[config.mk]
export PLATFORM = sky130hd
export DESIGN_NAME = xlat_cache
export DESIGN_NICKNAME = d
export VERILOG_FILES = /design/src/rtl/xlat_pkg.sv /design/src/rtl/xlat_entry_match.sv /design/src/rtl/xlat_pick.sv /design/src/rtl/xlat_alloc.sv /design/src/rtl/xlat_rank.sv /design/src/rtl/xlat_cache.sv
export SDC_FILE = /design/constraint.sdc
export NUM_CORES = 1
export LEC_CHECK = 0
export ABC_AREA = 1
export BUFFER_PORTS_ARGS = -buffer_cell sky130_fd_sc_hd__buf_2
export CAP_MARGIN = 30
export CORE_ASPECT_RATIO = 1.75
export CORE_MARGIN = 3
export CORE_UTILIZATION = 57
export DETAILED_ROUTE_END_ITERATION = 8
export GPL_ROUTABILITY_DRIVEN = 0
export GPL_TIMING_DRIVEN = 0
export PLACE_DENSITY = 0.86
export SKIP_CTS_REPAIR_TIMING = 1
export SYNTH_ARGS = -nofsm -noshare
export SYNTH_HDL_FRONTEND = slang
export SYNTH_HIERARCHICAL = 1
export SYNTH_SLANG_ARGS = --single-unit
[constraint.sdc]
create_clock -name clk -period 5.1 [get_ports clk]
set_clock_uncertainty 0.15 [all_clocks]
set_input_delay 0.51 -clock clk [delete_from_list [all_inputs] [get_ports clk]]
set_output_delay 0.51 -clock clk [all_outputs]
set_load 0.02 [all_outputs]
[src/rtl/xlat_pkg.sv]
package xlat_pkg;

  typedef enum logic [2:0] {
    OP_PROBE      = 3'd0,
    OP_FILL       = 3'd1,
    OP_DROP_ALL   = 3'd2,
    OP_DROP_LOCAL = 3'd3,
    OP_DEMAP      = 3'd4
  } xlat_op_e;

  // Ones in the low sh bits.
  function automatic logic [31:0] span_mask(input logic [4:0] sh);
    span_mask = (32'd1 << sh) - 32'd1;
  endfunction

  // Range test: base <= va < base + 2^sh, computed one bit wider.
  function automatic logic covers(input logic [31:0] va, input logic [31:0] base,
                                  input logic [4:0] sh);
    logic [32:0] lim;
    lim = {1'b0, base} + (33'd1 << sh);
    covers = ({1'b0, va} >= {1'b0, base}) && ({1'b0, va} < lim);
  endfunction

  // Physical base with the page offset of va merged in.
  function automatic logic [31:0] join_pa(input logic [31:0] pbase, input logic [31:0] va,
                                          input logic [4:0] sh);
    join_pa = pbase | (va & span_mask(sh));
  endfunction

endpackage

[src/rtl/xlat_entry_match.sv]
module xlat_entry_match #(
  parameter int VA_W = 16,
  parameter int SH_W = 4
) (
  input  logic            vld,
  input  logic [VA_W-1:0] va,
  input  logic [VA_W-1:0] base,
  input  logic [SH_W-1:0] shift,
  output logic            hit
);
  import xlat_pkg::*;

  assign hit = vld && covers(32'(va), 32'(base), 5'(shift));

endmodule

[src/rtl/xlat_pick.sv]
module xlat_pick #(
  parameter int N  = 4,
  parameter int AW = 2
) (
  input  logic [N-1:0]    hits,
  input  logic [N*AW-1:0] ages,
  output logic [N-1:0]    win,
  output logic            any
);
  // A hit slot wins unless another hit slot is younger (smaller rank).
  always_comb begin
    for (int i = 0; i < N; i++) begin
      logic beaten;
      beaten = 1'b0;
      for (int j = 0; j < N; j++) begin
        if (j != i && hits[j] && (ages[j*AW +: AW] < ages[i*AW +: AW])) beaten = 1'b1;
      end
      win[i] = hits[i] && !beaten;
    end
  end

  assign any = |hits;

endmodule

[src/rtl/xlat_alloc.sv]
module xlat_alloc #(
  parameter int N  = 4,
  parameter int AW = 2
) (
  input  logic [N-1:0]    vld,
  input  logic [N*AW-1:0] ages,
  output logic [N-1:0]    victim
);
  localparam logic [AW-1:0] OLDEST = AW'(N - 1);

  logic [N-1:0] free;
  logic [N-1:0] lowest_free;
  logic [N-1:0] oldest;

  assign free        = ~vld;
  assign lowest_free = free & (~free + N'(1));

  for (genvar i = 0; i < N; i++) begin : g_old
    assign oldest[i] = (ages[i*AW +: AW] == OLDEST);
  end

  assign victim = (|free) ? lowest_free : oldest;

endmodule

[src/rtl/xlat_rank.sv]
module xlat_rank #(
  parameter int N  = 4,
  parameter int AW = 2
) (
  input  logic            clk,
  input  logic            rst_n,
  input  logic            promote,
  input  logic [N-1:0]    sel,
  output logic [N*AW-1:0] ages
);
  logic [AW-1:0] age_q [N];
  logic [AW-1:0] pivot;

  always_comb begin
    pivot = '0;
    for (int i = 0; i < N; i++) if (sel[i]) pivot = pivot | age_q[i];
  end

  for (genvar i = 0; i < N; i++) begin : g_age
    always_ff @(posedge clk) begin
      if (!rst_n)                    age_q[i] <= AW'(i);
      else if (promote) begin
        if (sel[i])                  age_q[i] <= '0;
        else if (age_q[i] < pivot)   age_q[i] <= age_q[i] + 1'b1;
      end
    end
    assign ages[i*AW +: AW] = age_q[i];
  end

endmodule

[src/rtl/xlat_cache.sv]
module xlat_cache #(
  parameter int ENTRIES = 4,
  parameter int VA_W    = 16,
  parameter int PA_W    = 16,
  parameter int SH_W    = 4
) (
  input  logic            clk,
  input  logic            rst_n,
  input  logic            cmd_valid,
  output logic            cmd_ready,
  input  logic [2:0]      cmd_op,
  input  logic            cmd_touch,
  input  logic [VA_W-1:0] cmd_va,
  input  logic [PA_W-1:0] cmd_pa,
  input  logic [SH_W-1:0] cmd_shift,
  input  logic            cmd_user,
  input  logic            cmd_wr,
  input  logic            cmd_glob,
  output logic            rsp_valid,
  output logic            rsp_hit,
  output logic            rsp_miss,
  output logic [PA_W-1:0] rsp_pa,
  output logic            rsp_user,
  output logic            rsp_wr
);
  import xlat_pkg::*;

  localparam int AW = (ENTRIES > 1) ? $clog2(ENTRIES) : 1;

  // Slot storage
  logic [ENTRIES-1:0] vld;
  logic [VA_W-1:0]    base_q [ENTRIES];
  logic [PA_W-1:0]    pa_q   [ENTRIES];
  logic [SH_W-1:0]    sh_q   [ENTRIES];
  logic [ENTRIES-1:0] user_q, wr_q, glob_q;

  // Named internal events
  logic                  accept, do_probe, do_fill, do_drop_all, do_drop_local, do_demap;
  logic [ENTRIES-1:0]    hit_vec, win_vec, fill_sel, promote_sel;
  logic                  any_hit, promote_en;
  logic [ENTRIES*AW-1:0] age_flat;

  assign cmd_ready     = 1'b1;
  assign accept        = cmd_valid && cmd_ready;
  assign do_probe      = accept && (cmd_op == OP_PROBE);
  assign do_fill       = accept && (cmd_op == OP_FILL);
  assign do_drop_all   = accept && (cmd_op == OP_DROP_ALL);
  assign do_drop_local = accept && (cmd_op == OP_DROP_LOCAL);
  assign do_demap      = accept && (cmd_op == OP_DEMAP);

  for (genvar i = 0; i < ENTRIES; i++) begin : g_slot
    xlat_entry_match #(.VA_W(VA_W), .SH_W(SH_W)) u_match (
      .vld(vld[i]), .va(cmd_va), .base(base_q[i]), .shift(sh_q[i]), .hit(hit_vec[i])
    );

    always_ff @(posedge clk) begin
      if (!rst_n)                              vld[i] <= 1'b0;
      else if (do_drop_all)                    vld[i] <= 1'b0;
      else if (do_drop_local && !glob_q[i])    vld[i] <= 1'b0;
      else if (do_demap && win_vec[i])         vld[i] <= 1'b0;
      else if (do_fill && fill_sel[i])         vld[i] <= 1'b1;
    end

    always_ff @(posedge clk) begin
      if (!rst_n) begin
        base_q[i] <= '0; pa_q[i] <= '0; sh_q[i] <= '0;
        user_q[i] <= 1'b0; wr_q[i] <= 1'b0; glob_q[i] <= 1'b0;
      end else if (do_fill && fill_sel[i]) begin
        base_q[i] <= cmd_va & ~VA_W'(span_mask(5'(cmd_shift)));
        pa_q[i]   <= cmd_pa & ~PA_W'(span_mask(5'(cmd_shift)));
        sh_q[i]   <= cmd_shift;
        user_q[i] <= cmd_user;
        wr_q[i]   <= cmd_wr;
        glob_q[i] <= cmd_glob;
      end
    end
  end

  xlat_pick #(.N(ENTRIES), .AW(AW)) u_pick (
    .hits(hit_vec), .ages(age_flat), .win(win_vec), .any(any_hit)
  );

  xlat_alloc #(.N(ENTRIES), .AW(AW)) u_alloc (
    .vld(vld), .ages(age_flat), .victim(fill_sel)
  );

  assign promote_en  = do_fill || (do_probe && cmd_touch && any_hit);
  assign promote_sel = do_fill ? fill_sel : win_vec;

  xlat_rank #(.N(ENTRIES), .AW(AW)) u_rank (
    .clk(clk), .rst_n(rst_n), .promote(promote_en), .sel(promote_sel), .ages(age_flat)
  );

  // Winner data mux
  logic [PA_W-1:0] sel_pa;
  logic [SH_W-1:0] sel_sh;
  logic            sel_user, sel_wr;

  always_comb begin
    sel_pa = '0; sel_sh = '0; sel_user = 1'b0; sel_wr = 1'b0;
    for (int i = 0; i < ENTRIES; i++) begin
      if (win_vec[i]) begin
        sel_pa   = sel_pa | pa_q[i];
        sel_sh   = sel_sh | sh_q[i];
        sel_user = sel_user | user_q[i];
        sel_wr   = sel_wr | wr_q[i];
      end
    end
  end

  always_ff @(posedge clk) begin
    if (!rst_n) begin
      rsp_valid <= 1'b0; rsp_hit <= 1'b0; rsp_miss <= 1'b0;
      rsp_pa <= '0; rsp_user <= 1'b0; rsp_wr <= 1'b0;
    end else begin
      rsp_valid <= do_probe;
      rsp_hit   <= do_probe && any_hit;
      rsp_miss  <= do_probe && !any_hit;
      rsp_pa    <= (do_probe && any_hit) ?
                   PA_W'(join_pa(32'(sel_pa), 32'(cmd_va), 5'(sel_sh))) : '0;
      rsp_user  <= do_probe && any_hit && sel_user;
      rsp_wr    <= do_probe && any_hit && sel_wr;
    end
  end

endmodule

== Yosys cells after proc, flatten, opt, wreduce, memory -nomap -nowiden ==
Memory sizes are Yosys's and may differ from the RTL's.
Index checks and enable logic that the tools add are counted.

* Add/sub/neg operators: 11
* Magnitude comparators: 24
* Equality and inequality tests: 8
* Shifts and indexed selects: 6
* Mux-type cells: 103
* Bitwise logic cells: 44
* Reduce and logical (&&, ||, !) cells: 65

{| class="wikitable"
|+ Operators with widths
! cell !! count
|-
| 16-bit two-way mux || 12
|-
| 16-bit by 33-bit adder with 33-bit output || 4
|-
| 16-bit by 33-bit less-than comparator with 1-bit output || 4
|-
| 1-bit by 4-bit << shifter with 33-bit output, first input constant || 4
|-
| 1-bit two-way mux || 69
|-
| 16-bit >= comparator || 4
|-
| 16-bit OR || 4
|-
| 16-bit bitwise AND || 3
|-
| 1-bit logical AND || 47
|-
| 4-bit two-way mux || 10
|-
| 2-bit less-than comparator || 16
|-
| 1-bit by 4-bit << shifter with 16-bit output, first input constant || 2
|-
| 16-bit by 1-bit subtractor with 16-bit output, second input constant || 2
|-
| 1-bit OR || 26
|-
| 2-bit two-way mux || 12
|-
| 4-bit OR reduction || 6
|-
| 16-bit NOT || 1
|-
| 4-bit OR || 3
|-
| 1-bit zero test || 9
|-
| 2-bit by 1-bit adder with 2-bit output, second input constant || 4
|-
| 2-bit equality test, second input constant || 4
|-
| 4-bit NOT || 2
|-
| 3-bit by 2-bit equality test with 1-bit output, second input constant || 2
|-
| 2-bit OR || 3
|-
| 8 further kinds || 8
|}

* Flip-flop bits (word level): 37
* Bits in writable memories: 152
* Input bits: 46
* Output and inout port bits: 22
* Memories: 4

{| class="wikitable"
|+ Memory list
! name !! depth !! width !! read ports !! clocked after Yosys merged registers in !! wr ports !! RTL line !! source
|-
| base_q || 4 || 16 || 4 || 0 || 4 || xlat_cache.sv:32 || <nowiki>logic [VA_W-1:0] base_q [ENTRIES];</nowiki>
|-
| pa_q || 4 || 16 || 4 || 0 || 4 || xlat_cache.sv:33 || <nowiki>logic [PA_W-1:0] pa_q [ENTRIES];</nowiki>
|-
| sh_q || 4 || 4 || 4 || 0 || 4 || xlat_cache.sv:34 || <nowiki>logic [SH_W-1:0] sh_q [ENTRIES];</nowiki>
|-
| u_rank.age_q || 4 || 2 || 4 || 0 || 4 || xlat_rank.sv:11 || <nowiki>logic [AW-1:0] age_q [N];</nowiki>
|}

== Logic depth before layout (Yosys ltp) ==
An unclocked memory read counts as a cell.

* Depth after elaboration: 27
* Mapped depth: 40
* Gate-level depth less buffers: 39

== Cells and area by module ==
Netlist, hierarchy kept.

{| class="wikitable"
|+ By module, submodules not included
! module !! times used !! cells each !! area an instance (um^2)
|-
| xlat_cache || 1 || 669 || 7430.9
|-
| xlat_entry_match (g_slot[0].u_match ...) || 3 || 272 || 1687.9
|-
| xlat_entry_match (g_slot[1].u_match) || 1 || 266 || 1689.1
|-
| xlat_rank || 1 || 81 || 610.6
|-
| xlat_pick || 1 || 77 || 421.7
|-
| xlat_alloc || 1 || 18 || 77.6
|}

== Worst setup path before layout ==
No wires, ideal clock.

* Kind: reg-to-reg
* Start point: memory sh_q[3][3] (netlist: sh_q[1][7])
* End point: memory u_rank.age_q[3][0] (enable)
* Data arrival time: 4483 ps
* Setup slack: 167 ps
* Cell stages (with the launch flop): 33
* Cell sequence: edfxtp_1 -> clkbuf_1 -> nor2_1 -> ha_1 -> fa_1 -> a21oi_1 -> o21ai_2 -> nand2_1 -> nand2_2 -> a21oi_1 -> xor2_1 -> ha_1 -> inv_1 -> o31a_1 -> nand2_1 -> nand2_1 -> nand2_1 -> a21oi_2 -> inv_1 -> a21oi_1 -> nand2_1 -> nand2_1 -> nor2_1 -> buf_6 -> clkbuf_1 -> inv_1 -> o21ai_0 -> nand2_1 -> nand2_1 -> nor2_4 -> a21oi_2 -> nand2_2 -> nand3_1

{| class="wikitable"
|+ RTL lines
! item !! RTL line
|-
| start, declared || xlat_cache.sv:34
|-
| end, declared || xlat_rank.sv:11
|}

==> metrics.md <==
| Metric | Value |
|---|---|
| Pwr/cell area | `211 mW/mm²` |
| Starting Density | `0.585` |
| Routed met2 length | `24500 µm` |
| Yosys top cell by area | `edfxtp_1` |
| Final hold slack | `207 ps` |
| H-tree levels | `4` |
| Ys flop type | `edfxtp_1` |
| Crit. Startpoint | `sh_q[1][5]` |
| Largest net degree at the start of global routing | `39` |
| Standard-cell row count | `78` |
| Outcome | `finished with violations` |
| Die area | `0.0289 mm²` |
| Routed wl met3 | `5840 µm` |
| # IOs | `68` |
| DR vias/cell | `6.44` |
| Clk buf depth | `2` |
| Wire per inst | `21.8 µm` |
| RSZ-0062 raised after global routing | `true` |
| Nets | `2331` |
| Final period util | `1.07` |
| Cells after DPL | `2312` |
| Final Max Tran Viols | `0` |
| Critical path's largest stage delay | `470 ps` |
| Yosys cell types | `51` |
| Routed Antenna Nets | `0` |
| Top cells by area, synth | `edfxtp_1 30%, ha_1 17%, nand2_1 8.9%, nor2_1 6.7%, inv_1 6.1%` |
| Crit path launch type | `flip-flop` |
| Cells after Synth | `1927` |
| Final worst path period need | `5450 ps` |
| Violated checks | `negative setup slack` |
| Peak supply drop | `347 µV` |
| Crit path arrival time | `5690 ps` |
| Total CTS buffers | `17` |
| Final hold violations | `0` |
| Routed wire length | `52600 µm` |
| Sink Count | `189` |
| Pre-CTS WS | `-1360 ps` |
| Vias in the first global route | `14.3k` |
| Most used cell, CP | `nand2_1` |
| Post-synth top cells | `363 x nand2_1, 271 x nor2_1, 250 x inv_1` |
| First-pass GRT wire length | `72200 µm` |
| Worst setup path class | `flip-flop to flip-flop` |
| Iter 0 DRT Violations | `2034` |
| Grt total ovfl | `0` |
| Critical Path End | `rsp_pa[12]` |
| Top sig layer | `met5` |
| Worst min-delay path class | `input pin to flip-flop` |
| Clk slew on worst S/H paths | `80 ps` |
| M1 WL | `15900 µm` |
| Count leader, synth | `nand2_1` |
| Die height | `223 µm` |
| Mapped Nets | `2179` |
| Worst R2R Path Depth | `34` |
| Syn avg cell area | `7.94 µm²` |
| DP Area | `0.0160 mm²` |
| Fmax | `0.184 GHz` |
| EDFF count, synth | `152` |
| Share of the synthesized area in the top cell type | `0.298` |
| Worst r2r src | `sh_q[1][5]` |
| Non-Filler Instances | `2414` |
| Critical Path Slowest Stage Cell | `edfxtp_1` |
| Die Wd | `130 µm` |
| Skew-Pair Late Insertion Delay | `460 ps` |
| Max-cap violations | `0` |
| Final setup vio count | `25` |
| Synth Register Bits | `189` |
| CTS tree | `done` |
| Dpl hpwl | `34300 µm` |
| Worst r2r dst | `rsp_pa[12]` |
| GRT Overall Usage | `0.322` |
| Synth warn | `6` |
| Design area | `0.0179 mm²` |
| Worst Setup End Kind | `flip-flop` |
| Via Count | `15.5k` |
| Max_slew headroom | `0.300` |
| Area grow syn2layout | `16.9%` |
| Post-route setup slack | `-348 ps` |
| Seq/Total Area, Yosys | `0.347` |
| Worst-Margin Slew | `1050 ps` |
| Crit-path max FO | `6` |
| CTS root buffer | `clkbuf_16` |
| Worst path required time | `5340 ps` |
| Initial antenna violation count | `2` |
| Async set or reset register ratio after synthesis | `0` |
| DRT Pass-1 Iters | `7` |
| Layout cell share with drive strength beyond 1 | `0.204` |
| PortBufs | `65` |
| Core Footprint | `0.0262 mm²` |
| Leakage | `0.00820 µW` |
| Cell Area, Synth | `0.0153 mm²` |
| DRC Markers | `0` |
| R2r setup slk | `-350 ps` |
-- sequential cells by signal, indices dropped and copies added (netlist names) --
| signal | cells |
|---|---|
| vld | 4 |
| wr_q | 4 |
| rsp_valid | 1 |
| user_q | 4 |
| base_q | 64 |
| rsp_wr | 1 |
| pa_q | 64 |
| rsp_pa | 16 |
| rsp_user | 1 |
| u_rank/age_q | 8 |
| glob_q | 4 |
| rsp_miss | 1 |
| rsp_hit | 1 |
| sh_q | 16 |
-- power by group --
| group | switching (µW) | internal, µW |
|---|---|---|
| registers | 38.0 | 1700 |
| clock network | 729 | 681 |
| logic | 418 | 210 |
-- cells in the final DEF (no fill, tap or decap), drive strengths merged, types with 2 or more instances in the layout --
cell type  synthesis  layout
o21a               8       8
a21o               5       5
nand3            128     128
xor2              33      33
inv              267     273
a31oi             13      13
o31a               4       4
clkinv             0       6
nand4              6       6
a211oi             6       6
edfxtp           152     152
a221oi            13      13
nor3              25      25
clkbuf            16      31
diode              0       2
ha               202     202
dfxtp             37      37
a21oi            142     142
buf               19     154
nor4              11      11
a21boi             9       9
o22ai              8       8
clkinvlp           0       3
o21bai            21      21
o21ai             65      65
xnor2             30      30
nor2             290     290
or2                4       4
a22o              15      15
nand2            385     385
o211ai             3       3
fa                 4       4
and3               4       4
-- cell families (layout without fill, tap and decap cells) --
| family | after synthesis | in the layout | share of synthesized area |
|---|---|---|---|
| xor gates and xnor gates | 63 | 63 | 0.0366 |
| other | 1 | 3 | 0.000245 |
| DFF | 189 | 189 | 0.347 |
| buffers and inverters | 302 | 467 | 0.0790 |
| adders and majority gates | 206 | 206 | 0.170 |
| AOI/OAI and AO/OA | 312 | 312 | 0.128 |
| and+or+nand+nor | 854 | 854 | 0.239 |
-- critical path: cells and delay by family, from the launching register on --
kind | cells | cell delay [ps]
DFF | 1 | 470
and+or+nand+nor | 19 | 2020
AOI/OAI and AO/OA | 8 | 1360
adders and majority gates | 3 | 740
buffers and inverters | 3 | 430
xor gates and xnor gates | 1 | 200
-- layer usage --
layer  vias up  GRT usage
met1      6986      0.341
met2      1280      0.546
met3       498     0.0577
met4         4      0.260
met5         -          0
li1       6771          -
-- worst min-delay path by stage --
stage	start	to	slack, ps	cells past startpoint
2_1_floorplan	wr_q[1]	wr_q[1]	290	2
3_3_place_gp	wr_q[1]	wr_q[1]	310	2
3_5_place_dp	wr_q[1]	wr_q[1]	320	2
4_1_cts	cmd_wr	wr_q[3]	200	3
5_1_grt	cmd_wr	wr_q[3]	220	3
6_report	cmd_wr	wr_q[3]	210	3
-- final cells by class --
type / instances / area, µm²
Antenna cell: 2 / 5.00
Buffer: 35 / 267
Clock buffer: 17 / 425
Clock inverter: 15 / 201
Fill cell: 1731 / 8280
Inverter: 267 / 1020
Multi-Input combinational cell: 1436 / 9420
Sequential cell: 189 / 5310
Tap cell: 320 / 400
Timing Repair Buffer: 133 / 836
-- metrics by stage --
step | utilization | TNS (ps) | total power, µW
final | 0.684 | -5980 | 3780
after floorplan | - | 0 | 2120
after global routing | 0.683 | -12170 | 3880
after detailed placement | 0.613 | -28040 | 2310
after global placement | 0.612 | -22650 | 2280
after CTS | 0.637 | -29220 | 3670
(Power assumes the default switching activity.)
